`src/rtl/fcc_pkg.sv`:
```
package fcc_pkg;
  localparam int CMD_W = 8;

  localparam logic [7:0] CMD_ARRAY   = 8'hFF;
  localparam logic [7:0] CMD_STATUS  = 8'h70;
  localparam logic [7:0] CMD_IDENT   = 8'h90;
  localparam logic [7:0] CMD_CLR_SR  = 8'h50;
  localparam logic [7:0] CMD_PROG    = 8'h40;
  localparam logic [7:0] CMD_LOAD    = 8'h74;
  localparam logic [7:0] CMD_FILL    = 8'hF1;
  localparam logic [7:0] CMD_PAGE    = 8'h0E;
  localparam logic [7:0] CMD_CLR_PB  = 8'h55;
  localparam logic [7:0] CMD_SUSPEND = 8'hB0;
  localparam logic [7:0] CMD_CONFIRM = 8'hD0;

  typedef enum logic [2:0] {
    ST_IDLE, ST_PROG, ST_LOAD, ST_FILL, ST_PAGE, ST_CLRPB
  } seq_e;

  typedef enum logic [1:0] {RM_ARRAY, RM_STATUS, RM_IDENT} rmode_e;

  typedef enum logic [1:0] {OP_WORD, OP_FILL, OP_PAGE} op_e;
endpackage

```
`src/rtl/fcc_engine_stub.sv`:
```
module fcc_engine_stub #(
  parameter int BUSY_CYC = 8
) (
  input  logic clk,
  input  logic rst_n,
  input  logic start,
  input  logic start_bank,
  input  logic suspend,
  input  logic resume,
  output logic busy,
  output logic susp,
  output logic bank,
  output logic done
);
  localparam int CW = $clog2(BUSY_CYC + 1);

  logic [CW-1:0] cnt_q, cnt_n;
  logic run_q, run_n, susp_q, susp_n, bank_q, bank_n;

  always_comb begin
    cnt_n  = cnt_q;
    run_n  = run_q;
    susp_n = susp_q;
    bank_n = bank_q;
    done   = 1'b0;
    if (start) begin
      cnt_n  = CW'(BUSY_CYC);
      run_n  = 1'b1;
      susp_n = 1'b0;
      bank_n = start_bank;
    end else if (run_q && suspend) begin
      run_n  = 1'b0;
      susp_n = 1'b1;
    end else if (susp_q && resume) begin
      run_n  = 1'b1;
      susp_n = 1'b0;
    end else if (run_q) begin
      cnt_n = cnt_q - 1'b1;
      if (cnt_q == CW'(1)) begin
        run_n = 1'b0;
        done  = 1'b1;
      end
    end
  end

  always_ff @(posedge clk or negedge rst_n) begin
    if (!rst_n) begin
      cnt_q  <= '0;
      run_q  <= 1'b0;
      susp_q <= 1'b0;
      bank_q <= 1'b0;
    end else begin
      cnt_q  <= cnt_n;
      run_q  <= run_n;
      susp_q <= susp_n;
      bank_q <= bank_n;
    end
  end

  assign busy = run_q;
  assign susp = susp_q;
  assign bank = bank_q;
endmodule

```
`src/rtl/fcc_decoder.sv`:
```
module fcc_decoder
  import fcc_pkg::*;
#(
  parameter int AW         = 8,
  parameter int PB_WORDS   = 4,
  parameter int BOOT_LIMIT = 16
) (
  input  logic                clk,
  input  logic                rst_n,
  input  logic                we,
  input  logic [AW-1:0]       wr_addr,
  input  logic [CMD_W-1:0]    wr_data,
  input  logic                rp_n,
  input  logic                wp_n,
  input  logic                eng_busy,
  input  logic                eng_susp,
  input  logic                eng_done,
  output logic                start,
  output logic                suspend,
  output logic                resume,
  output rmode_e              rmode,
  output logic [CMD_W-1:0]    status,
  output logic [PB_WORDS-1:0] pbuf_valid
);
  localparam int PBW = $clog2(PB_WORDS);

  seq_e   st_q, st_n;
  rmode_e rm_q, rm_n;
  op_e    op_q, op_n;
  logic   seq_err_q, seq_err_n, lock_err_q, lock_err_n;
  logic [PB_WORDS-1:0] pb_q, pb_n;
  logic   locked, eng_idle;

  assign locked   = (wr_addr < AW'(BOOT_LIMIT)) && !(rp_n && wp_n);
  assign eng_idle = !eng_busy && !eng_susp;

  always_comb begin
    st_n       = st_q;
    rm_n       = rm_q;
    op_n       = op_q;
    seq_err_n  = seq_err_q;
    lock_err_n = lock_err_q;
    pb_n       = pb_q;
    start      = 1'b0;
    suspend    = 1'b0;
    resume     = 1'b0;
    if (eng_done && op_q == OP_FILL) pb_n = '1;
    if (we) begin
      unique case (st_q)
        ST_IDLE: begin
          unique case (wr_data)
            CMD_ARRAY:  rm_n = RM_ARRAY;
            CMD_STATUS: rm_n = RM_STATUS;
            CMD_IDENT:  rm_n = RM_IDENT;
            CMD_CLR_SR: begin
              seq_err_n  = 1'b0;
              lock_err_n = 1'b0;
            end
            CMD_SUSPEND: if (eng_busy) begin
              suspend = 1'b1;
              rm_n    = RM_STATUS;
            end
            CMD_CONFIRM: if (eng_susp) begin
              resume = 1'b1;
              rm_n   = RM_STATUS;
            end
            CMD_PROG:   if (eng_idle) begin st_n = ST_PROG;  rm_n = RM_STATUS; end
            CMD_LOAD:   if (eng_idle) begin st_n = ST_LOAD;  rm_n = RM_STATUS; end
            CMD_FILL:   if (eng_idle) begin st_n = ST_FILL;  rm_n = RM_STATUS; end
            CMD_PAGE:   if (eng_idle) begin st_n = ST_PAGE;  rm_n = RM_STATUS; end
            CMD_CLR_PB: if (eng_idle) begin st_n = ST_CLRPB; rm_n = RM_STATUS; end
            default: ;
          endcase
        end
        ST_PROG: begin
          st_n = ST_IDLE;
          if (locked) lock_err_n = 1'b1;
          else begin
            start = 1'b1;
            op_n  = OP_WORD;
          end
        end
        ST_LOAD: begin
          st_n = ST_IDLE;
          pb_n[wr_addr[PBW-1:0]] = 1'b1;
        end
        default: begin
          st_n = ST_IDLE;
          if (wr_data == CMD_ARRAY) rm_n = RM_ARRAY;
          else if (wr_data != CMD_CONFIRM) begin
            seq_err_n = 1'b1;
            rm_n      = RM_STATUS;
          end else begin
            unique case (st_q)
              ST_FILL: begin
                start = 1'b1;
                op_n  = OP_FILL;
              end
              ST_PAGE: begin
                if (locked) lock_err_n = 1'b1;
                else begin
                  start = 1'b1;
                  op_n  = OP_PAGE;
                end
              end
              default: pb_n = '0;
            endcase
          end
        end
      endcase
    end
  end

  always_ff @(posedge clk or negedge rst_n) begin
    if (!rst_n) begin
      st_q       <= ST_IDLE;
      rm_q       <= RM_ARRAY;
      op_q       <= OP_WORD;
      seq_err_q  <= 1'b0;
      lock_err_q <= 1'b0;
      pb_q       <= '0;
    end else begin
      st_q       <= st_n;
      rm_q       <= rm_n;
      op_q       <= op_n;
      seq_err_q  <= seq_err_n;
      lock_err_q <= lock_err_n;
      pb_q       <= pb_n;
    end
  end

  assign rmode      = rm_q;
  assign status     = {!eng_busy, eng_susp, seq_err_q, lock_err_q, 4'b0000};
  assign pbuf_valid = pb_q;
endmodule

```
`src/rtl/fcc_read_sel.sv`:
```
module fcc_read_sel
  import fcc_pkg::*;
#(
  parameter int          AW     = 8,
  parameter logic [7:0]  MFR_ID = 8'h1C,
  parameter logic [7:0]  DEV_ID = 8'hA0
) (
  input  rmode_e           rmode,
  input  logic [AW-1:0]    rd_addr,
  input  logic [CMD_W-1:0] array_rdata,
  input  logic [CMD_W-1:0] status,
  input  logic             eng_busy,
  input  logic             busy_bank,
  output logic [CMD_W-1:0] rd_data
);
  always_comb begin
    if (eng_busy && rd_addr[AW-1] == busy_bank) rd_data = status;
    else begin
      unique case (rmode)
        RM_STATUS: rd_data = status;
        RM_IDENT:  rd_data = rd_addr[0] ? DEV_ID : MFR_ID;
        default:   rd_data = array_rdata;
      endcase
    end
  end
endmodule

```
`src/rtl/flash_cmd_ctrl.sv`:
```
module flash_cmd_ctrl
  import fcc_pkg::*;
#(
  parameter int         AW         = 8,
  parameter int         PB_WORDS   = 4,
  parameter int         BOOT_LIMIT = 16,
  parameter int         BUSY_CYC   = 8,
  parameter logic [7:0] MFR_ID     = 8'h1C,
  parameter logic [7:0] DEV_ID     = 8'hA0
) (
  input  logic                clk,
  input  logic                rst_n,
  input  logic                we,
  input  logic [AW-1:0]       wr_addr,
  input  logic [7:0]          wr_data,
  input  logic                rp_n,
  input  logic                wp_n,
  input  logic [AW-1:0]       rd_addr,
  input  logic [7:0]          array_rdata,
  output logic [7:0]          rd_data,
  output logic [7:0]          status,
  output logic                eng_busy,
  output logic                busy_bank,
  output logic [PB_WORDS-1:0] pbuf_valid
);
  logic   start, suspend, resume, eng_susp, eng_done;
  rmode_e rmode;

  fcc_decoder #(.AW(AW), .PB_WORDS(PB_WORDS), .BOOT_LIMIT(BOOT_LIMIT)) u_dec (
    .clk(clk), .rst_n(rst_n), .we(we), .wr_addr(wr_addr), .wr_data(wr_data),
    .rp_n(rp_n), .wp_n(wp_n), .eng_busy(eng_busy), .eng_susp(eng_susp),
    .eng_done(eng_done), .start(start), .suspend(suspend), .resume(resume),
    .rmode(rmode), .status(status), .pbuf_valid(pbuf_valid)
  );

  fcc_engine_stub #(.BUSY_CYC(BUSY_CYC)) u_eng (
    .clk(clk), .rst_n(rst_n), .start(start), .start_bank(wr_addr[AW-1]),
    .suspend(suspend), .resume(resume), .busy(eng_busy), .susp(eng_susp),
    .bank(busy_bank), .done(eng_done)
  );

  fcc_read_sel #(.AW(AW), .MFR_ID(MFR_ID), .DEV_ID(DEV_ID)) u_rd (
    .rmode(rmode), .rd_addr(rd_addr), .array_rdata(array_rdata),
    .status(status), .eng_busy(eng_busy), .busy_bank(busy_bank),
    .rd_data(rd_data)
  );
endmodule

```
`config.mk`:
```
export PLATFORM = sky130hd
export DESIGN_NAME = flash_cmd_ctrl
export DESIGN_NICKNAME = d
export VERILOG_FILES = /design/src/rtl/fcc_pkg.sv /design/src/rtl/fcc_engine_stub.sv /design/src/rtl/fcc_decoder.sv /design/src/rtl/fcc_read_sel.sv /design/src/rtl/flash_cmd_ctrl.sv
export SDC_FILE = /design/constraint.sdc
export NUM_CORES = 1
export LEC_CHECK = 0
export CORE_MARGIN = 4
export CORE_UTILIZATION = 40
export DETAILED_ROUTE_END_ITERATION = 10
export MAX_ROUTING_LAYER = met4
export PLACE_DENSITY = 0.73
export SYNTH_ARGS = -nofsm -noshare
export SYNTH_HDL_FRONTEND = slang
export SYNTH_SLANG_ARGS = --single-unit
```
`constraint.sdc`:
```
create_clock -name clk -period 2.5 [get_ports clk]
set_input_delay 0.5 -clock clk [delete_from_list [all_inputs] [get_ports clk]]
set_output_delay 0.5 -clock clk [all_outputs]
set_load 0.1 [all_outputs]
```
==> results of run 1 <==
cell usage in the layout, fill, tap and decap left out, types with 3 or more instances in the layout:
cell / Yosys / final
buf_4: 8 / 33
nand2_1: 31 / 30
clkdlybuf4s50_1: 0 / 28
dfrtp_1: 20 / 18
nor2_1: 16 / 15
inv_1: 11 / 10
a21oi_1: 10 / 10
o21ai_0: 10 / 10
buf_12: 0 / 8
nand3_1: 6 / 6
and3_1: 5 / 5
xnor2_1: 6 / 5
nor3_1: 5 / 5
nand4_1: 4 / 4
ha_1: 4 / 4
conb_1: 1 / 4
clkbuf_8: 2 / 4
nor4_1: 3 / 3
a41oi_1: 3 / 3
a21o_1: 3 / 3
a31oi_1: 3 / 3
report_power, final:
part	switching [uW]	internal, uW
Clock	99.8	140
Sequential	90.9	420
Combinational	1000	440
Total	1190	999
per-layer routing:
layer	wire length, um	part of all wire (%)	global-route usage (%)
met3	212	5.0	3.05
met2	2090	49	30.0
met4	27	0.64	2.51
met1	1890	45	20.4
met5	0	0	-
path summary, 6_finish.rpt:
kind                                                       to  cells after the start  slack [ns]                        from
max in group asynchronous              u_eng.bank$_DFFE_PN0P_                      2        1.69                       rst_n
min in group asynchronous       u_dec.pbuf_valid[1]$_DFF_PN0_                      2        0.58                       rst_n
worst min-delay path                u_dec.op_q[1]$_DFFE_PN0P_                      2        0.49   u_dec.op_q[1]$_DFFE_PN0P_
worst min register to register      u_dec.op_q[1]$_DFFE_PN0P_                      2        0.49   u_dec.op_q[1]$_DFFE_PN0P_
worst max-delay path                               rd_data[4]                      7        0.15  u_dec.rmode[0]$_DFFE_PN0P_
worst max register to register     u_dec.rmode[0]$_DFFE_PN0P_                      6        0.55   u_dec.st_q[1]$_DFFE_PN0P_
area by class of cell:
| type | instances | area [um2] |
|---|---|---|
| Fill cell | 345 | 1440 |
| Timing Repair Buffer | 69 | 688 |
| Sequential cell | 20 | 505 |
| Tap cell | 48 | 60.1 |
| Clock buffer | 4 | 55.1 |
| Multi-Input combinational cell | 157 | 1010 |
| Inverter | 11 | 45.0 |
stage by stage:
step | power [uW] | setup TNS, ns | setup WS (ns) | util (%) | cells
6_report | 2190 | 0 | 0.153 | 62.2 | 309
5_1_grt | 2290 | 0 | 0.0463 | 62.2 | 309
4_1_cts | 2200 | 0 | 0.156 | 62.2 | 309
3_5_place_dp | 1960 | -0.433 | -0.0629 | 60.7 | 305
3_3_place_gp | 1940 | -0.188 | -0.0547 | 60.7 | 305
2_1_floorplan | 1550 | -1.64 | -0.493 | - | 203
flip-flops by register name, summed over array words and instances, names as in the netlist:
| name | cells |
|---|---|
| u_dec.lock_err_q | 1 |
| u_dec.op_q | 2 |
| u_dec.pbuf_valid | 4 |
| u_dec.rmode | 2 |
| u_dec.seq_err_q | 1 |
| u_dec.st_q | 3 |
| u_eng.bank | 1 |
| u_eng.busy | 1 |
| u_eng.cnt_q | 4 |
| u_eng.susp | 1 |
kinds of logic (layout without fill, tap and decap cells):
group | count (synthesis) | after routing | share of synthesized area [%]
buffers and inverters | 26 | 84 | 9.26
XOR/XNOR | 7 | 7 | 3.75
AO/OA/AOI/OAI | 47 | 47 | 20.1
AND/OR/NAND/NOR | 93 | 93 | 31.6
multiplexers | 2 | 2 | 1.38
other | 1 | 4 | 0.229
flip-flops | 20 | 20 | 30.6
adder cells (fa/ha/maj) | 4 | 4 | 3.06
worst max-delay path, cell delays in order, from the launching register on:
cell and delay, ns:
dfrtp_1 0.37, inv_1 0.05, ha_1 0.43, nor2_1 0.15, nand2_1 0.11, a21oi_1 0.14
a21o_1 0.15, buf_12 0.18
==> results.json, run 1 <==
{
  "layout.nets": 303,
  "startpoint_type": "register",
  "die-area_mm2": 0.00518,
  "cp.required_ns": 2.00,
  "final.min_clock_period_ns": 2.35,
  "synth_top_area_share_pct": 30.6,
  "grt_pass1_vias": 1614,
  "drc": 0,
  "layout-drive-gt1-share_pct": 26.1,
  "p_leak_uw": 0.00103,
  "skew_ns": 0.00135,
  "yosysMostFrequentCell": "nand2_1",
  "cap_violations": 0,
  "fmax_mhz": 426,
  "yosysTopAreaCell": "dfrtp_1",
  "num_vias": 1686,
  "cp-end-kind": "output pin",
  "async_reset_ff_share_pct": 100,
  "synth_warnings": 0,
  "port_buffers": 46,
  "wl_um": 4220,
  "antenna_found_initial": 0,
  "yosysSeqAreaShare_pct": 30.6,
  "rsz0062_at_grt": "false",
  "clk-insertion-delay-late_ns": 0.25,
  "worst-setup-path-type": "register to output pin",
  "setup_violations": 0,
  "stdcell_area_mm2": 0.00236,
  "routedWlPerCell_um": 13.6,
  "gp_congestion": 0.805,
  "grt_first_pass_wirelength_um": 6990,
  "cts.clk_slew.worst_paths_ns": 0.07,
  "hold_path_class": "register to register",
  "vdd_drop_max_mv": 0.751,
  "core_area_mm2": 0.00380,
  "cts_resized": 0,
  "first_pass_iters": 4,
  "whs_ns": 0.489,
  "h-tree-depth": 1,
  "synthTopCellsByArea": "dfrtp_1 (31%), nand2_1 (7.1%), buf_4 (3.7%), nor2_1 (3.7%), xnor2_1 (3.2%)",
  "worstPathArrival_ns": 1.85,
  "dp_hpwl_um": 3390,
  "drt_iter0_markers": 56,
  "postPlaceCellArea_mm2": 0.00231,
  "clk_path_buf_depth": 2,
  "die_h_um": 71.9,
  "grt_max_degree": 21,
  "areaGrowthSynthToFinish_pct": 44.4,
  "die_x_um": 71.9,
  "syn-cell-area_mm2": 0.00164,
  "overflow": 0,
  "grtUsageTotal_pct": 16.9,
  "cts_made_buffers": 3,
  "cts_sinks": 20,
  "worstPathMaxFanout": 12,
  "synth_edf_count": 0,
  "ys_ff_latch": 20,
  "syn-mean-instance-area_um2": 8.18,
  "slew_violations": 0,
  "n_antenna_cell": 0,
  "postCtsSetupBuffers": 0,
  "ant_nets": 0,
  "synthCells": 200,
  "status": "complete, no violations",
  "hold_buffers": 0,
  "via_per_inst": 5.46,
  "io_pins": 59,
  "synth_cell_type_count": 55,
  "fp-row-count": 22,
  "start_util_pct": 43.1,
  "p_per_area_mw_per_mm2": 929,
  "cts_tree": "done",
  "cts-root-buf": "clkbuf_8",
  "finalCritPeriodShare_pct": 93.9,
  "hold_viol": 0,
  "synthFlopType": "dfrtp_1",
  "netlist_top_cells_count": "nand2_1 (31), dfrtp_1 (20), nor2_1 (16), inv_1 (11)"
}
No activity file was read; power rests on OpenSTA's default activity.
==> run 2, diff against run 1 <==
--- a/config.mk
+++ b/config.mk
@@ -6,10 +6,11 @@
 export NUM_CORES = 1
 export LEC_CHECK = 0
 export CORE_MARGIN = 4
-export CORE_UTILIZATION = 40
+export CORE_UTILIZATION = 45
 export DETAILED_ROUTE_END_ITERATION = 10
 export MAX_ROUTING_LAYER = met4
-export PLACE_DENSITY = 0.73
+export PLACE_DENSITY = 0.8
 export SYNTH_ARGS = -nofsm -noshare
 export SYNTH_HDL_FRONTEND = slang
 export SYNTH_SLANG_ARGS = --single-unit
+export TNS_END_PERCENT = 20
==> results.json, run 2 (same netlist as run 1, synthesis figures left out) <==
{
  "gp_congestion": 0.820,
  "cts_made_buffers": 3,
  "worst-setup-path-type": "input port to output pin",
  "dp_hpwl_um": 3410,
  "grt_first_pass_wirelength_um": 6890,
  "wl_um": 4270,
  "routedWlPerCell_um": 13.9,
  "first_pass_iters": 4,
  "final_cell_mix": "buf_4 (33), nand2_1 (30), clkdlybuf4s50_1 (28), dfrtp_1 (18), nor2_1 (15)",
  "postPlaceCellArea_mm2": 0.00230,
  "grtUsageTotal_pct": 19.7,
  "worstMarginPinSlew_ns": 0.524,
  "core_area_mm2": 0.00342,
  "cts-root-buf": "clkbuf_4",
  "areaGrowthSynthToFinish_pct": 44.2,
  "hold_buffers": 0,
  "die_x_um": 68.3,
  "overflow": 0,
  "finalCritPeriodShare_pct": 93.2,
  "fmax_mhz": 429,
  "final_util_pct": 69.0,
  "die_h_um": 68.3,
  "num_vias": 1687,
  "drt_iter0_markers": 53,
  "port_buffers": 46,
  "p_per_area_mw_per_mm2": 942,
  "hold_viol": 0,
  "layout.nets": 303,
  "whs_ns": 0.509,
  "cts_sinks": 20,
  "skew_ns": 0.00382,
  "grt_pass1_vias": 1536,
  "clk-insertion-delay-late_ns": 0.31,
  "fin_cells": 307,
  "cp.required_ns": 2.00,
  "relSlewSlack_pct": 64.9,
  "slew_violations": 0,
  "clk_path_buf_depth": 2,
  "startpoint_type": "input port",
  "antenna_found_initial": 0,
  "start_util_pct": 47.9,
  "final.min_clock_period_ns": 2.33,
  "dp_cells": 303,
  "rsz0062_at_grt": "false",
  "postCtsSetupBuffers": 0,
  "layout-drive-gt1-share_pct": 26.4,
  "p_leak_uw": 0.00103,
  "setup_violations": 0,
  "critPathLaunch": "rd_addr[7]",
  "via_per_inst": 5.50,
  "worstPathMaxFanout": 5,
  "h-tree-depth": 1,
  "drc": 0,
  "n_antenna_cell": 0,
  "grt_max_degree": 21,
  "fp-row-count": 21,
  "mostFrequentLayoutCell": "buf_4",
  "cp-end-kind": "output pin",
  "stdcell_area_mm2": 0.00236,
  "cap_violations": 0,
  "io_pins": 59,
  "cts_tree": "done",
  "cts.clk_slew.worst_paths_ns": 0.13,
  "vdd_drop_max_mv": 0.714,
  "hold_path_class": "input port to asynchronous set/reset pin",
  "status": "complete, no violations",
  "ant_nets": 0,
  "r2r-start": "u_dec.st_q[2]$_DFFE_PN0P_",
  "die-area_mm2": 0.00466,
  "worstPathArrival_ns": 1.83
}
-- run 2: cell count changes in the layout (fill, tap and decap cells not counted) --
cell / delta
clkbuf_8: -4
ha_2: +1
bufinv_16: +1
ha_1: -1
clkbuf_4: +3
-- run 2: final timing paths --
check	to	slack, ns	depth (start not counted)
max in group asynchronous	u_eng.bank$_DFFE_PN0P_	1.76	2
min in group clk	u_dec.pbuf_valid[1]$_DFF_PN0_	0.51	2
min reg2reg	u_dec.pbuf_valid[1]$_DFF_PN0_	0.51	2
max reg2reg	u_dec.rmode[0]$_DFFE_PN0P_	0.53	5
max	rd_data[5]	0.17	6
min	u_dec.pbuf_valid[1]$_DFF_PN0_	0.51	2
-- run 2: what timing repair did --
action                     4_1_cts  5_1_grt
hold endpoints to repair         0        0
setup endpoints to repair        0        3
resized for setup                0        1
-- run 2: critical path, cell delays in order --
cell and delay [ns]:
clkdlybuf4s50_1 0.50, xnor2_2 0.13, and2_1 0.27, nand2_1 0.08, o211ai_1 0.14, buf_12 0.21
-- run 2: area by class of cell --
type	instances	area [um2]
Clock buffer	3	22.5
Clock inverter	1	30.0
Fill cell	285	1060
Inverter	11	45.0
Multi-Input combinational cell	157	1010
Sequential cell	20	505
Tap cell	46	57.6
Timing Repair Buffer	69	688
-- run 2: routing by layer --
metal	global-route usage [%]	wire, um	up-vias
met5	-	0	-
met4	3.72	34	0
met3	2.79	225	4
met2	34.3	2140	50
met1	24.5	1880	792
li1	-	-	841
-- run 2: metrics by stage --
stage / TNS (ns) / setup slack, ns / total power (uW)
after global placement: -0.219 / -0.0454 / 1940
final: 0 / 0.169 / 2220
after floorplan: -1.64 / -0.493 / 1550
after detailed placement: -0.472 / -0.0722 / 1960
after global routing: 0 / 0.0708 / 2340
after CTS: 0 / 0.0808 / 2230
-- run 2: report_power, final --
group	leakage [uW]	internal [uW]	switching (uW)
sequential	0.000252	419	84.0
combinational	0.000745	441	1010
clock	0.0000279	162	111
